$ cat src/rtl/perf_pkg.sv
package perf_pkg;
  typedef enum logic [1:0] {
    WM_RUN  = 2'd0,
    WM_AB   = 2'd1,
    WM_BA   = 2'd2,
    WM_SPARE = 2'd3
  } win_mode_e;

  function automatic logic is_cond_mode(input logic [1:0] m);
    return (m == WM_AB) || (m == WM_BA);
  endfunction
endpackage

$ cat src/rtl/perf_window_ctl.sv
module perf_window_ctl
  import perf_pkg::*;
#(
  parameter int NUM_CNT = 4,
  parameter int SEL_W   = 3
) (
  input  logic                     clk,
  input  logic                     rst,
  input  logic                     init_i,
  input  logic                     run_i,
  input  logic                     cond_a_i,
  input  logic                     cond_b_i,
  input  logic [1:0]               mode_i,
  input  logic [NUM_CNT*SEL_W-1:0] sel_i,
  output logic                     gate_o,
  output logic                     break_o,
  output logic                     cfg_err_o
);
  logic win_q;
  logic cmode, open_p, close_p;

  assign cmode   = is_cond_mode(mode_i);
  assign open_p  = (mode_i == WM_AB) ? cond_a_i : cond_b_i;
  assign close_p = (mode_i == WM_AB) ? cond_b_i : cond_a_i;
  assign gate_o  = cmode ? win_q : run_i;

  always_ff @(posedge clk) begin
    if (rst || init_i)                win_q <= 1'b0;
    else if (!cmode)                  win_q <= 1'b0;
    else if (!win_q && open_p && !close_p) win_q <= 1'b1;
    else if (win_q && close_p)        win_q <= 1'b0;
  end

  always_ff @(posedge clk) begin
    if (rst) begin
      break_o   <= 1'b0;
      cfg_err_o <= 1'b0;
    end else begin
      break_o   <= !cmode && (cond_a_i || cond_b_i);
      cfg_err_o <= cmode && (sel_i == '0);
    end
  end

  // condition pulses never request a break in condition modes
  p_quiet_break_r10: assert property (@(posedge clk) disable iff (rst)
    is_cond_mode(mode_i) |=> !break_o);

  // error only flagged after a condition mode
  p_err_needs_window_r11: assert property (@(posedge clk) disable iff (rst)
    !is_cond_mode(mode_i) |=> !cfg_err_o);

  // closed window in condition mode stays closed on a lone close pulse
  p_close_ignored_r7: assert property (@(posedge clk) disable iff (rst)
    (cmode && !win_q && !open_p) |=> !win_q);
endmodule

$ cat src/rtl/perf_event_cnt.sv
module perf_event_cnt #(
  parameter int CNT_W       = 32,
  parameter int SEL_W       = 3,
  parameter int NUM_EV      = 7,
  parameter int BRANCH_CODE = 3
) (
  input  logic              clk,
  input  logic              rst,
  input  logic              init_i,
  input  logic              gate_i,
  input  logic              sleep_i,
  input  logic [SEL_W-1:0]  sel_i,
  input  logic [NUM_EV-1:0] ev_i,
  output logic [CNT_W-1:0]  cnt_o,
  output logic              ovf_o
);
  logic [CNT_W-1:0] cnt_q;
  logic             ovf_q;
  logic             hit, bump;
  logic [CNT_W:0]   step, sum;

  always_comb begin
    hit = 1'b0;
    for (int k = 1; k <= NUM_EV; k++)
      if (sel_i == SEL_W'(k)) hit = ev_i[k-1];
  end

  assign step = (sel_i == SEL_W'(BRANCH_CODE)) ? (CNT_W+1)'(2) : (CNT_W+1)'(1);
  assign sum  = {1'b0, cnt_q} + step;
  assign bump = hit && gate_i && !sleep_i && !ovf_q;

  always_ff @(posedge clk) begin
    if (rst || init_i) begin
      cnt_q <= '0;
      ovf_q <= 1'b0;
    end else if (bump) begin
      if (sum[CNT_W]) begin
        cnt_q <= '1;
        ovf_q <= 1'b1;
      end else begin
        cnt_q <= sum[CNT_W-1:0];
      end
    end
  end

  assign cnt_o = cnt_q;
  assign ovf_o = ovf_q;

  p_ovf_sticky_r9: assert property (@(posedge clk) disable iff (rst)
    (ovf_q && !init_i) |=> (ovf_q && cnt_q == '1));

  p_sleep_freeze_r8: assert property (@(posedge clk) disable iff (rst)
    (sleep_i && !init_i) |=> $stable(cnt_q));

  p_off_freeze_r2: assert property (@(posedge clk) disable iff (rst)
    (sel_i == '0 && !init_i) |=> $stable(cnt_q));

  p_step_bound_r3: assert property (@(posedge clk) disable iff (rst)
    !init_i |=> ((cnt_q - $past(cnt_q)) <= CNT_W'(2)));
endmodule

$ cat src/rtl/perf_window_unit.sv
module perf_window_unit #(
  parameter int NUM_CNT     = 4,
  parameter int CNT_W       = 32,
  parameter int NUM_EV      = 7,
  parameter int SEL_W       = 3,
  parameter int BRANCH_CODE = 3
) (
  input  logic                     clk,
  input  logic                     rst,
  input  logic                     init,
  input  logic                     core_sleep,
  input  logic                     run,
  input  logic                     cond_a_hit,
  input  logic                     cond_b_hit,
  input  logic [1:0]               win_mode,
  input  logic [NUM_EV-1:0]        ev_strobe,
  input  logic [NUM_CNT*SEL_W-1:0] ev_sel,
  output logic [NUM_CNT*CNT_W-1:0] cnt_val,
  output logic [NUM_CNT-1:0]       cnt_ovf,
  output logic                     brk_req,
  output logic                     cfg_err
);
  logic gate;

  perf_window_ctl #(.NUM_CNT(NUM_CNT), .SEL_W(SEL_W)) u_ctl (
    .clk(clk), .rst(rst), .init_i(init), .run_i(run),
    .cond_a_i(cond_a_hit), .cond_b_i(cond_b_hit), .mode_i(win_mode),
    .sel_i(ev_sel), .gate_o(gate), .break_o(brk_req), .cfg_err_o(cfg_err)
  );

  for (genvar i = 0; i < NUM_CNT; i++) begin : g_cnt
    perf_event_cnt #(
      .CNT_W(CNT_W), .SEL_W(SEL_W), .NUM_EV(NUM_EV), .BRANCH_CODE(BRANCH_CODE)
    ) u_cnt (
      .clk(clk), .rst(rst), .init_i(init), .gate_i(gate), .sleep_i(core_sleep),
      .sel_i(ev_sel[i*SEL_W +: SEL_W]), .ev_i(ev_strobe),
      .cnt_o(cnt_val[i*CNT_W +: CNT_W]), .ovf_o(cnt_ovf[i])
    );
  end
endmodule

$ cat config.mk
export PLATFORM = sky130hd
export DESIGN_NAME = perf_window_unit
export DESIGN_NICKNAME = d
export VERILOG_FILES = /design/src/rtl/perf_pkg.sv /design/src/rtl/perf_window_ctl.sv /design/src/rtl/perf_event_cnt.sv /design/src/rtl/perf_window_unit.sv
export SDC_FILE = /design/constraint.sdc
export NUM_CORES = 1
export LEC_CHECK = 0
export CAP_MARGIN = 30
export CELL_PAD_IN_SITES_DETAIL_PLACEMENT = 0
export CELL_PAD_IN_SITES_GLOBAL_PLACEMENT = 1
export CORE_MARGIN = 5
export CORE_UTILIZATION = 41
export CTS_CLUSTER_SIZE = 24
export DETAILED_ROUTE_END_ITERATION = 16
export PLACE_DENSITY = 0.94
export SLEW_MARGIN = 40
export SYNTH_ARGS = -nofsm -noshare
export SYNTH_HDL_FRONTEND = slang
export SYNTH_SLANG_ARGS = --single-unit
$ cat constraint.sdc
create_clock -name clk -period 7.53 [get_ports clk]
set_input_delay 0.753 -clock clk [delete_from_list [all_inputs] [get_ports clk]]
set_output_delay 0.753 -clock clk [all_outputs]
set_load 0.005 [all_outputs]
==> key figures <==
Synth
  – Ys async rst share: 0%
  – Post-Syn Nets: 915
  – Syn Area/Cell: 8.37 sq um
  – Sequential element share of the synthesized area: 36.9%
  – Primary FF master, synth: dfxtp_1
  – Mapped Cells: roughly 870
  – Yosys reg bits: 135
  – Yosys Warn Count: 0
  – Post-synth EDFFs: 0
  – Mapped cell area: 7320 sq um
  – Netlist cell types: 65

Place
  – I/O Buffers: ~160
  – Routability Congestion: 0.831
  – Area after DPL: around 9000 sq um
  – HPWL Detailed: between 15,000 and 20,000 um
  – DP Cell Count: 1,219
  – Dpl ws: roughly 3.4 ns

Timing
  – Max-slew violation count: 0
  – Crit path time final: about 3.8 ns
  – Post-Route Skew: 0.0149 ns
  – Final Hold Fails: 0
  – Final WS setup: roughly 3.7 ns
  – Period utilisation layout: 50.9%
  – Total Neg Setup Slack: 0 ns
  – Slew at the pin closest to its max-slew limit: 0.869 ns
  – Unrepaired setup endpoints after global routing: no
  – Fmax: about 0.26 GHz
  – Slew Limit Headroom: between 40% and 50%
  – Final setup viols: 0

Setup path
  – Critical Path RT: 7.86 ns
  – CP max FO: 13
  – WP data arrival: ~4.2 ns
  – Crit path kind: in -> reg
  – CP Launch Type: primary input
  – CP endpoint kind: flop

Die
  – IO Pins: 162
  – Die area: 20,600 sq um
  – Core area: 17,400 sq um
  – Die Wd: 144 um
  – Row count: 48
  – Initial Util: 42.0%
  – Die Ht: 144 um

CTS
  – Clock transition at the registers of the reported paths: approximately 0.060 ns
  – Clk sink count: 135
  – Post-cts hold buffer count: 0
  – H-tree Lvls: 4
  – Setup repair bufs after CTS: 0
  – CTS tree: yes
  – Num CTS Buffers: 17
  – Clock Latency Late Sink: 0.42 ns
  – Number of gates resized after cts: 0
  – Root Driver: clkbuf_16
  – Longest Clk Path Bufs: 2

Finish
  – Ant diodes: 0
  – Final net count: 1,054
  – Layout Cells excl Fill: 1,251
  – Area grow syn2layout: 32.3%
  – Cell area after layout: approximately 9700 sq um
  – Share of cells above drive strength 1: 7.60%
  – Layout fillers: 1,627
  – Commonest non-fill, non-tap cells in the layout: clkdlybuf4s50_1, dfxtp_1, nor2_1
  – Commonest non-fill, non-tap cell in the layout: clkdlybuf4s50_1

Outcome
  – Status: complete, no violations

Power
  – Worst vdd ir: 150 uV
  – Power density over the cells: 177 nW/um^2
  – Design Power: 1.71 mW
  – LEAKAGE: 2.92 nW

Routing
  – Post-route antenna net violation count: 0
  – DRC Markers: 0
  – Via count: 7,121
  – DRT Pass-1 Iters: 5
  – Avg WL per Cell: 17.3 um
  – Initial DRC Count: roughly 460
  – Vias per cell: 5.69
  – Routed WL: 21,600 um

Global routing
  – First-pass GRT wire length: 34,800 um
  – Total gr overflow: 0
  – Initial antenna violation count: 0
  – Gr usage total: 20.7%
  – Vias in the first global route: 6,638
  – Pin count of the biggest net entering global routing: 70

Hold path
  – Hold WC Path Type: reg -> reg

Run
  – Number of max-cap violations: 0
[registers in the layout, indices dropped and copies added (netlist names)]
signal / flops
g_cnt.u_cnt.ovf_o: 4
g_cnt.u_cnt.cnt_o: 128
u_ctl.win_q: 1
u_ctl.break_o: 1
u_ctl.cfg_err_o: 1
[cells by family (layout without fill, tap and decap cells)]
logic type | count (synthesis) | after routing | synth area share, %
buffers and inverters | 78 | 230 | 4.65
AND/OR/NAND/NOR | 379 | 379 | 29.0
XOR/XNOR | 75 | 75 | 8.98
adder cells (fa/ha/maj) | 13 | 13 | 2.63
AO/OA/AOI/OAI | 181 | 181 | 15.9
multiplexers | 13 | 13 | 1.86
flip-flops | 135 | 135 | 36.9
[cells in the mapped netlist, types with 9 or more instances]
cell,n,area share (%)
o21ai_0,34,2.3
clkbuf_1,23,1.2
and3_1,19,1.6
nand2_1,50,2.6
nor4_1,17,1.5
a311oi_1,20,2.4
xnor2_1,67,8.0
ha_1,9,1.5
o21ai_2,10,1.2
nand3_1,50,3.4
buf_2,14,0.96
nand4_1,34,2.9
nor3_1,53,3.6
inv_1,33,1.7
a21oi_1,74,5.1
mux2i_1,10,1.4
dfxtp_1,135,37
nor2_1,77,3.9
[layer usage]
layer  up-vias  global-route usage [%]  part of all wire, %
li1       3491                       -                    -
met1      3410                    28.9                   47
met2       206                    33.0                   46
met3        14                    5.06                  6.3
met4         0                    3.77                 0.94
met5         -                       0                    0
[per-stage QoR]
step	utilization [%]	hold WS (ns)
5_1_grt	55.6	0.505
4_1_cts	55.6	0.470
2_1_floorplan	-	0.449
3_3_place_gp	51.8	0.465
6_report	55.6	0.468
3_5_place_dp	51.8	0.462
[worst paths after layout]
check,depth (start not counted),to,startpoint,slack (ns)
max,10,g_cnt[3].u_cnt.cnt_o[19],ev_sel[10],3.70
min reg2reg,2,g_cnt[1].u_cnt.ovf_o,g_cnt[1].u_cnt.ovf_o,0.47
min,2,g_cnt[1].u_cnt.ovf_o,g_cnt[1].u_cnt.ovf_o,0.47
max reg2reg,9,g_cnt[3].u_cnt.cnt_o[19],g_cnt[3].u_cnt.cnt_o[0],4.59
[area by class of cell]
type	count	area, sq um	area share (%)
timing repair buffer	165	1640	16.9
sequential	135	2700	27.9
multi-input combinational	661	4280	44.2
tap	225	282	2.91
clock inverter	10	166	1.72
inverter	33	124	1.28
clock buffer	22	484	5.00
[worst max-delay path, stage by stage]
cell and delay [ns]:
clkdlybuf4s50_1 0.74, nand2_1 0.08, or2_2 0.32, fa_1 0.42
nor2b_1 0.24, and4_1 0.43, nand4_1 0.56, o21ai_0 0.27
a21oi_1 0.10, a311oi_1 0.23
[report_power, final]
| part | switching [mW] | total, mW | internal, mW | leakage (nW) |
|---|---|---|---|---|
| logic | 0.0536 | 0.0856 | 0.0320 | 1.52 |
| registers | 0.00107 | 0.717 | 0.716 | 1.09 |
| clock network | 0.319 | 0.911 | 0.592 | 0.313 |
| total | 0.374 | 1.71 | 1.34 | 2.92 |
Note: power is estimated with default switching activity, not from simulation.
